## config.mk

```make
export PLATFORM = sky130hd
export DESIGN_NAME = seqrec_top
export DESIGN_NICKNAME = d
export VERILOG_FILES = /design/src/rtl/seqrec_pkg.sv /design/src/rtl/seqrec_delay.sv /design/src/rtl/seqrec_repeat.sv /design/src/rtl/seqrec_top.sv
export SDC_FILE = /design/constraint.sdc
export NUM_CORES = 1
export LEC_CHECK = 0
export CAP_MARGIN = 20
export CORE_AREA = 2 2 39 41
export DETAILED_ROUTE_END_ITERATION = 8
export DIE_AREA = 0 0 41 43
export PLACE_DENSITY_LB_ADDON = 0.12
export SYNTH_ARGS = -nofsm -noshare
export SYNTH_HDL_FRONTEND = slang
export SYNTH_SLANG_ARGS = --single-unit
```

## constraint.sdc

```tcl
create_clock -name clk -period 1.4 [get_ports clk]
set_input_delay 0.28 -clock clk [delete_from_list [all_inputs] [get_ports clk]]
set_output_delay 0.28 -clock clk [all_outputs]
set_load 0.05 [all_outputs]
```

## src/rtl/seqrec_pkg.sv

```systemverilog
package seqrec_pkg;

    // Highest node index of a range chain: an open range stops at its
    // lower bound and closes with a loop, a bounded one runs to its upper bound.
    function automatic int span_top(input int lo, input int hi, input int open);
        return (open != 0) ? lo : hi;
    endfunction

endpackage

```

## src/rtl/seqrec_delay.sv

```systemverilog
module seqrec_delay #(
    parameter int LO   = 1,
    parameter int HI   = 3,
    parameter int OPEN = 0
) (
    input  logic clk,
    input  logic rst_n,
    input  logic kill,
    input  logic hold,
    input  logic enter,
    output logic leave
);
    localparam int TOP = seqrec_pkg::span_top(LO, HI, OPEN);

    logic [TOP:0] node_q;
    logic [TOP:0] node_d;
    logic [TOP:0] live;

    // Effective node values; indices above LO also take a same-cycle bypass.
    always_comb begin
        for (int k = 0; k <= TOP; k++) begin
            live[k] = node_q[k] & ~kill;
            if (k == 0)
                live[k] = live[k] | enter;
            else if (k > LO)
                live[k] = live[k] | (live[k-1] & hold);
        end
    end

    // Clocked steps along the chain, plus the self-loop of an open range.
    always_comb begin
        node_d = '0;
        for (int k = 1; k <= TOP; k++)
            node_d[k] = live[k-1] & hold;
        if (OPEN != 0)
            node_d[TOP] = node_d[TOP] | (live[TOP] & hold);
    end

    always_ff @(posedge clk or negedge rst_n) begin
        if (!rst_n) node_q <= '0;
        else        node_q <= node_d;
    end

    assign leave = live[TOP];

endmodule

```

## src/rtl/seqrec_repeat.sv

```systemverilog
module seqrec_repeat #(
    parameter int LO   = 2,
    parameter int HI   = 3,
    parameter int OPEN = 0
) (
    input  logic clk,
    input  logic rst_n,
    input  logic kill,
    input  logic hold,
    input  logic bit_i,
    input  logic enter,
    output logic leave
);
    localparam int TOP = seqrec_pkg::span_top(LO, HI, OPEN);

    // gap_q[c] (c >= 1) sits between copy c-1 and copy c; gap_q[0] is the loop-back flop.
    logic [TOP-1:0] gap_q;
    logic [TOP-1:0] gap_d;
    logic [TOP-1:0] copy_ok;
    logic           loop_hit;
    logic           done;

    always_comb begin
        copy_ok[0] = enter & bit_i & hold;
        for (int c = 1; c < TOP; c++) begin
            copy_ok[c] = gap_q[c] & ~kill & bit_i & hold;
            if (c >= LO)
                copy_ok[c] = copy_ok[c] | (copy_ok[c-1] & hold);
        end
        loop_hit = gap_q[0] & ~kill & bit_i & hold;
        done     = (OPEN != 0) ? (copy_ok[TOP-1] | loop_hit) : copy_ok[TOP-1];
    end

    always_comb begin
        gap_d = '0;
        for (int c = 1; c < TOP; c++)
            gap_d[c] = copy_ok[c-1] & hold;
        if (OPEN != 0)
            gap_d[0] = done & hold;
    end

    always_ff @(posedge clk or negedge rst_n) begin
        if (!rst_n) gap_q <= '0;
        else        gap_q <= gap_d;
    end

    assign leave = done;

endmodule

```

## src/rtl/seqrec_top.sv

```systemverilog
module seqrec_top #(
    parameter int DLY_MIN   = 1,
    parameter int DLY_MAX   = 3,
    parameter int DLY_OPEN  = 0,
    parameter int REP_MIN   = 2,
    parameter int REP_MAX   = 3,
    parameter int REP_OPEN  = 0,
    parameter int POST_STEP = 0
) (
    input  logic clk,
    input  logic rst_n,
    input  logic start_i,
    input  logic kill_i,
    input  logic evt_a_i,
    input  logic evt_b_i,
    input  logic hold_i,
    output logic hit_o
);
    logic seed_live;
    logic a_live;
    logic gap_done;
    logic run_done;

    assign seed_live = start_i & ~kill_i;
    assign a_live    = seed_live & evt_a_i & hold_i;

    seqrec_delay #(.LO(DLY_MIN), .HI(DLY_MAX), .OPEN(DLY_OPEN)) u_gap (
        .clk   (clk),
        .rst_n (rst_n),
        .kill  (kill_i),
        .hold  (hold_i),
        .enter (a_live),
        .leave (gap_done)
    );

    seqrec_repeat #(.LO(REP_MIN), .HI(REP_MAX), .OPEN(REP_OPEN)) u_run (
        .clk   (clk),
        .rst_n (rst_n),
        .kill  (kill_i),
        .hold  (hold_i),
        .bit_i (evt_b_i),
        .enter (gap_done),
        .leave (run_done)
    );

    generate
        if (POST_STEP != 0) begin : g_post
            logic post_q;
            always_ff @(posedge clk or negedge rst_n) begin
                if (!rst_n) post_q <= 1'b0;
                else        post_q <= run_done;
            end
            assign hit_o = post_q & ~kill_i;
        end else begin : g_direct
            assign hit_o = run_done;
        end
    endgenerate

endmodule

```

== Yosys cells after proc, flatten, opt, wreduce, memory -nomap -nowiden ==
Index checks and enable logic that the tools add are counted.
W data, S select, Z words.
Word-level totals
  bits of input ports: 7
  register bits: 5
  logic and storage cells: 25
Operators by class
  bitwise gates (word level): 23
Operators with widths (number)
  $and A1 B1 Y1: 19
  $or A1 B1 Y1: 3
  $not A1 Y1: 1

== Depth between registers and ports, before layout ==
Gate-level depths: netlist of the first run.
  depth in word-level cells: 9
  depth in mapped cells: 2

== Hierarchy ==
A second synthesis of the first run with hierarchy kept.
Second synthesis, totals
  cell total of the unflattened synthesis: 17
  area, all modules: 215.2 um^2
Modules (own cells, without submodules)
  seqrec_delay: cells each 10, seq. area each 75.1 um^2, area an instance 122.6 um^2, times used 1
  seqrec_repeat: cells each 6, seq. area each 50.0 um^2, area an instance 82.6 um^2, times used 1
  seqrec_top: cells each 1, seq. area each 0.0 um^2, area an instance 10.0 um^2, times used 1

== Worst setup path before layout of the first run ==
No wires, ideal clock.
  kind: input to output
  from: input port hold_i
  to: output port hit_o
  buffers on the path: 0
  stages: 2
  data arrival time: 850 ps
  path slack: 270 ps
  path through: nor2b_4 -> o211a_1
Between the ends
  longest elaborated chain between the ends: 3
  elaborated cells between the ends (all ways): 4
  classes of those cells: bitwise (4)
Ends and longest elaborated chain
  start, declared: line seqrec_top.sv:16  | input logic hold_i,
  $and A1 B1 Y1: line seqrec_repeat.sv:26  | copy_ok[c] = gap_q[c] & ~kill & bit_i & hold;
  $and A1 B1 Y1: line seqrec_repeat.sv:28  | copy_ok[c] = copy_ok[c] | (copy_ok[c-1] & hold);
  $or A1 B1 Y1 (*): line seqrec_repeat.sv:28
  end, declared: line seqrec_top.sv:17  | output logic hit_o
Mark *: on every way between the ends. The rest lies on a longest branch, timed or not.

== Worst setup path after layout of the first run ==
  from: register u_run.gap_q[1]
  to: output port hit_o
Between the ends
  longest elaborated chain between the ends: 5
Ends and longest elaborated chain
  start, declared: line seqrec_repeat.sv:17  | logic [TOP-1:0] gap_q;
  start signal, assigned: line seqrec_repeat.sv:44  | else gap_q <= gap_d;
  $and A1 B1 Y1 (3 in series): line seqrec_repeat.sv:26
  $and A1 B1 Y1: line seqrec_repeat.sv:28
  $or A1 B1 Y1: line seqrec_repeat.sv:28
Every way passes these cells.

==> metrics.sh, run 1 <==
ROW_COUNT=14
CRIT_PATH_MAX_FANOUT=2
DRT_PRE_ANTENNA_ITERS=1
HOLD_PATH_CLASS='in2async'
DIE-HEIGHT_UM=43
TIGHTESTPINTRANSITION_NS=0.225
CTS_MAX_PATH_BUFFERS=2
POST_ROUTE_CELLS_DRIVE_ABOVE_1_SHARE=0.308
START_UTIL=0.134
POWER.SHARE.COMBINATIONAL=0.089
WORST_SETUP_HOLD_PATH_CLK_SLEW_NS=0.04
TOTALNEGATIVESETUPSLACK_NS=0
CORE_UM2=1380
CLOCKROOTBUFFER='clkbuf_4'
DETAIL_ROUTE.DRC_VIOLATIONS=0
FIN_NETS=34
WORST_EP_REQUIRED_TIME_NS=1.12
YOSYS_REGISTER_BITS=5
FIN_CRIT_NS=1.30
TRITONCTS_CLOCK_TREE='built'
MAXCAPVIOLCOUNT=0
CLK-INSERTION-DELAY-LATE_NS=0.24
TRITONCTS.NUM_BUFFERS=3
CRIT_TYPE='reg2out'
DETAIL-ROUTE-ANTENNA-NETS=0
DP_WORST_SETUP_SLACK_NS=-0.0815
NET_COUNT_AFTER_SYNTHESIS=19
POWER.NET_SWITCHING_mW=0.0635
DIEAREA_UM2=1760
IO_PINS=8
POST-PLACE-CELLS=37
AREA_GROWTH_PCT=80.4
LAYOUT_SETUP_WS_NS=0.102
SYNTH_CELL_TYPES=7
ROUTED_WIRELENGTH_UM=362
MAX_FREQ_MHz=770
SYNTH_CELLS=12
LAYOUTNONFILLERINSTCOUNT=42
SYNTH_SEQUENTIAL_AREA_RATIO=0.676
SWITCHING_SHARE=0.187
FINAL_MIN_PERIOD_OVER_CLOCK_PERIOD=0.927
NUMBER_OF_CLOCK_SINKS=5
FIRST_GLOBAL_VIAS=168
ANTENNA_DIODE_INSTANCE_COUNT=0
INTERNAL_POWER_mW=0.275
STATUS='completed'
CLOCKPOWERSHARE=0.474
ROUTED_WIRE_LENGTH_PER_INSTANCE_UM=8.62
GP_ROUTABILITY_CONGESTION=0.609
CELLLEAKAGEPOWER_nW=0.195
SETUP-VIOLATIONS-FINAL=0
CHIPWIDTH_UM=41
CP_DATA_ARRIVAL_TIME_NS=1.02
DRT-INITIAL-DRC-COUNT=0
GRT_MAX_DEGREE=6
GLOBAL_ROUTE.OVERFLOW_TOTAL=0
CLOCK_SKEW_NS=0.00311
SEQ_POWER_SHARE=0.437
HOLD_VIOL_FINAL=0
VIA_PER_INST=3.67
CTS_HTREE_LEVELS=1
SYNTHESIS.YOSYS.WARNINGS=0
GLOBALROUTETOTALUTIL=0.0607
MAXSLEWVIOLCOUNT=0
SETUP.WORST_PATH.END_CLASS='primary output'
WORSTSETUPSTARTPOINTTYPE='flip-flop'
WORST_SLEW_MARGIN_REL=0.850
IO_BUFFER_COUNT=7
SYNTH_AREA_PER_CELL_UM2=15.4
GRT_FIRST_PASS_WIRELENGTH_UM=648
POST_SYNTH_INSTANCE_AREA_UM2=185
VDD.IR_DROP.WORST_uV=590
POWER_PER_CELL_AREA_nW_PER_UM2=1010
DETAILROUTE.VIA_COUNT=154
ANTENNA_FOUND_INITIAL=0
RSZ0062_AT_GRT='false'
## layout make-up
cell class	count	area (um^2)
fill	151	1050
sequential	5	125
timing repair buffer	10	103
multi-input combinational	7	60.1
clock buffer	4	26.3
tap	16	20.0
## worst max-delay path, stage by stage, from the launching register on
cell and delay [ns]:
dfrtp_1 0.37, o211a_1 0.26, buf_12 0.15
## logic make-up after synthesis
logic type / after synthesis / share of synthesized area
flip-flops: 5 / 0.676
AND/OR/NAND/NOR: 4 / 0.176
AO/OA/AOI/OAI: 3 / 0.149
## Yosys cell counts
library cell	number	area (um^2)
and2_1	1	6.26
and3_1	2	12.5
dfrtp_1	5	125
nor2b_4	1	13.8
o211a_1	1	10.0
o21a_1	1	7.51
o311a_1	1	10.0
## metrics by stage
stage / power (mW) / hold WS (ns) / cell area, um^2 / util
floorplan: 0.155 / -0.0156 / 185 / -
global placement: 0.181 / 0.480 / 300 / 0.217
detailed placement: 0.181 / 0.485 / 300 / 0.217
CTS: 0.349 / 0.261 / 332 / 0.240
global route: 0.367 / 0.262 / 334 / 0.241
finish: 0.339 / 0.263 / 334 / 0.241
## placed cells by master, fill, tap and decap left out
master           netlist  layout
clkbuf_1               0       1
o211a_1                1       1
and2_1                 1       1
buf_12                 0       1
clkdlybuf4s50_1        0       3
clkbuf_4               0       3
nor2b_4                1       1
dfrtp_1                5       5
dlymetal6s2s_1         0       1
and3_1                 2       2
buf_4                  0       3
o21a_1                 1       1
o311a_1                1       1
dlygate4sd2_1          0       2
## flip-flops by register name (all words and copies together) (netlist names)
name,cells
u_gap.node_q,3
u_run.gap_q,2
## path summary, 6_finish.rpt
kind                                 start               to  slack (ns)  depth (start not counted)
setup reg to reg           u_gap.node_q[2]   u_run.gap_q[1]        0.58                          1
max in group asynchronous            rst_n  u_gap.node_q[2]        0.95                          1
hold / removal                       rst_n   u_run.gap_q[1]        0.26                          1
min in group clk                   evt_b_i   u_run.gap_q[1]        0.44                          3
setup / recovery            u_run.gap_q[1]            hit_o        0.10                          2
hold reg to reg            u_gap.node_q[2]  u_gap.node_q[3]        0.49                          1
## what timing repair did
action | 4_1_cts | 5_1_grt
cloned | 0 | 0
hold endpoints to repair | 0 | 0
resized for setup | 2 | 1
setup endpoints to repair | 1 | 1
setup buffers | 1 | 0
hold buffers | 0 | 0
## per-layer routing
metal  part of all wire  vias up  track usage
met5                  0        -            0
met4                  0        0       0.0600
met3               0.17        0       0.0524
met2               0.51        8       0.0781
met1               0.32       74       0.0528
li1                   -       72            -
## power by group through the flow
stage / registers, mW / logic, mW / clock network, mW
2_1_floorplan: 0.150 / 0.00545 / 0
3_3_place_gp: 0.150 / 0.0314 / 0
3_5_place_dp: 0.150 / 0.0314 / 0
4_1_cts: 0.148 / 0.0315 / 0.170
5_1_grt: 0.148 / 0.0336 / 0.185
6_report: 0.148 / 0.0302 / 0.160
No activity file was read; power rests on OpenSTA's default activity.
==> inputs of run 2 (changes only) <==
--- a/config.mk
+++ b/config.mk
@@ -9,7 +9,7 @@
 export CORE_AREA = 2 2 39 41
 export DETAILED_ROUTE_END_ITERATION = 8
 export DIE_AREA = 0 0 41 43
-export PLACE_DENSITY_LB_ADDON = 0.12
+export PLACE_DENSITY = 0.38
 export SYNTH_ARGS = -nofsm -noshare
 export SYNTH_HDL_FRONTEND = slang
 export SYNTH_SLANG_ARGS = --single-unit
==> run 2 against run 1 <==
Critical path depth is 1 higher. Sequential power about the same. Clock skew is 0.00094 ns lower. Sequential cell count is the same. Routed wire length is 0.55% higher. Largest cell class unchanged. Clock power up 3%. Die area did not move. Final cell count is the same. Design area down 0.75%. Non-clock buffer count unchanged. Hold slack got worse by 0.0025 ns.
==> metrics.sh, run 2 (synthesized netlist as in run 1, its figures left out) <==
STATUS='completed'
CLOCKPOWERSHARE=0.481  # +0.007
CRIT_TYPE='in2out'
AREA_GROWTH_PCT=79.1
SEQ_POWER_SHARE=0.429  # -0.008
GLOBAL_ROUTE.OVERFLOW_TOTAL=0  # unchanged
HOLD_VIOL_FINAL=0  # unchanged
POWER.SHARE.COMBINATIONAL=0.090  # about the same
FIN_CRIT_NS=1.37  # +0.0718 ns
WORST_SETUP_HOLD_PATH_CLK_SLEW_NS=0.04  # about the same
GRT_FIRST_PASS_WIRELENGTH_UM=517  # -20%
HOLD_PATH_CLASS='in2async'
DIEAREA_UM2=1760  # unchanged
WORST_EP_REQUIRED_TIME_NS=1.12  # about the same
ANTENNA_DIODE_INSTANCE_COUNT=0  # unchanged
MAX_FREQ_MHz=730  # -5.2%
TRITONCTS_CLOCK_TREE='built'
LAYOUT_SETUP_WS_NS=0.0301  # -0.0718 ns
CLOCKROOTBUFFER='clkbuf_4'
POWER.NET_SWITCHING_mW=0.0682  # +7.4%
LAYOUTNONFILLERINSTCOUNT=42  # unchanged
VDD.IR_DROP.WORST_uV=454  # -23%
DETAILROUTE.VIA_COUNT=149  # -3.2%
LAYOUT.CELLS.MOST_COMMON='dfrtp_1'
WORSTSETUPSTARTPOINTTYPE='input port'
POST-PLACE-CELLS=37  # unchanged
SWITCHING_SHARE=0.198  # +0.0108
INTERNAL_POWER_mW=0.276  # +0.26%
FIRST_GLOBAL_VIAS=139  # -17%
CRIT_PATH_MAX_FANOUT=2  # unchanged
FIN_NETS=34  # unchanged
CTS_HTREE_LEVELS=1  # unchanged
START_UTIL=0.134  # unchanged
POST_ROUTE_CELLS_DRIVE_ABOVE_1_SHARE=0.308  # unchanged
CELLLEAKAGEPOWER_nW=0.188  # -3.4%
DETAIL_ROUTE.DRC_VIOLATIONS=0  # unchanged
GRT_MAX_DEGREE=6  # unchanged
DRT-INITIAL-DRC-COUNT=1  # +1
GP_ROUTABILITY_CONGESTION=0.512  # -16%
MULTIINPUTGATEAREA_UM2=60.1  # unchanged
FLIP_FLOP_COUNT_OF_THE_LARGEST_REGISTER_ALL_COPIES_AND_WORDS_ADDED=3  # unchanged
DIE-HEIGHT_UM=43  # unchanged
VIA_PER_INST=3.55  # -3.2%
NUMBER_OF_CLOCK_SINKS=5  # unchanged
CHIPWIDTH_UM=41  # unchanged
MAXCAPVIOLCOUNT=0  # unchanged
CP_DATA_ARRIVAL_TIME_NS=1.09  # +0.07 ns
SETUP-VIOLATIONS-FINAL=0  # unchanged
REPORT.POWER.TOTAL_mW=0.344  # +1.6%
TRITONCTS.NUM_BUFFERS=3  # unchanged
ROUTED_WIRELENGTH_UM=364  # +0.55%
CORE_UM2=1380  # unchanged
COMMONEST_CELLS_AFTER_ROUTING_FILL_AND_TAPS_ASIDE='dfrtp_1, clkdlybuf4s50_1, clkbuf_4, buf_4'
TIGHTESTPINTRANSITION_NS=0.231  # +0.00581 ns
REGISTERS.TOP_BY_FF_COUNT='u_gap.node_q'
DP_WORST_SETUP_SLACK_NS=-0.0971  # -0.0156 ns
GLOBALROUTETOTALUTIL=0.0546  # -0.00613
CLK-INSERTION-DELAY-LATE_NS=0.24  # about the same
ANTENNA_FOUND_INITIAL=0  # unchanged
IO_PINS=8  # unchanged
WHS_NS=0.260  # -0.00249 ns
LAYOUT_TOP_REGISTERS='u_gap.node_q (3), u_run.gap_q (2)'
SETUP.WORST_PATH.END_CLASS='primary output'
POWER_PER_CELL_AREA_nW_PER_UM2=1040  # +2.4%
MAXSLEWVIOLCOUNT=0  # unchanged
IO_BUFFER_COUNT=7  # unchanged
LAYOUT.FILLER_CELLS=150  # -0.66%
ROW_COUNT=14  # unchanged
FINAL-SEQ-AREA_UM2=125  # unchanged
DETAIL-ROUTE-ANTENNA-NETS=0  # unchanged
FINAL_MIN_PERIOD_OVER_CLOCK_PERIOD=0.978  # +0.0513
CLOCK_SKEW_NS=0.00217  # -0.000943 ns
HPWL_UM=268
RSZ0062_AT_GRT='false'
WORST_SLEW_MARGIN_REL=0.846  # -0.00389
ROUTED_WIRE_LENGTH_PER_INSTANCE_UM=8.67  # +0.55%
TOTALNEGATIVESETUPSLACK_NS=0  # unchanged
CTS_MAX_PATH_BUFFERS=2  # unchanged
DRT_PRE_ANTENNA_ITERS=2  # +1
run 2: cell types whose count changed in the layout (fill, tap and decap cells not counted), sizes merged:
cell | before | now
clkdlybuf4s50 | 3 | 4
dlymetal6s2s | 1 | 0
run 2: timing repair:
| action | in CTS | in global routing |
|---|---|---|
| setup endpoints to repair | 1 | 0 |
| gates resized for setup | 2 | 0 |
| hold buffers | 0 | 0 |
| buffers inserted | 1 | 0 |
run 2: power groups by stage:
stage / registers (mW) / logic (mW) / clock network (mW)
6_report: 0.148 / 0.0310 / 0.165
5_1_grt: 0.148 / 0.0339 / 0.186
4_1_cts: 0.148 / 0.0316 / 0.174
3_5_place_dp: 0.150 / 0.0314 / 0
3_3_place_gp: 0.150 / 0.0306 / 0
2_1_floorplan: 0.150 / 0.00545 / 0
run 2: critical path, cell delays in order:
cell and delay, ns:
clkdlybuf4s50_1 0.47, o211a_1 0.19, buf_12 0.14
run 2: final timing paths:
path	startpoint	endpoint	slack [ns]	cells after the start
max reg2reg	u_gap.node_q[2]	u_run.gap_q[1]	0.58	1
min	rst_n	u_run.gap_q[2]	0.26	1
max	evt_b_i	hit_o	0.03	3
min reg2reg	u_gap.node_q[2]	u_gap.node_q[3]	0.49	1
min in group clk	u_gap.node_q[2]	u_gap.node_q[3]	0.49	1
max in group asynchronous	rst_n	u_gap.node_q[1]	0.95	1
run 2: final cells by class:
class                      count  area share
sequential                     5       0.377
timing repair buffer          10       0.302
multi-input combinational      7       0.181
clock buffer                   4      0.0792
tap                           16      0.0604
run 2: metrics by stage:
stage,utilization,instance area (um^2)
2_1_floorplan,-,185
4_1_cts,0.240,332
5_1_grt,0.240,332
6_report,0.240,332
3_5_place_dp,0.217,300
3_3_place_gp,0.217,300
run 2: layer usage:
| metal | share of wire | track usage | vias up |
|---|---|---|---|
| met5 | 0 | 0 | - |
| li1 | - | - | 71 |
| met3 | 0.17 | 0.0785 | 0 |
| met2 | 0.41 | 0.0594 | 10 |
| met1 | 0.42 | 0.0461 | 68 |
| met4 | 0 | 0.0400 | 0 |
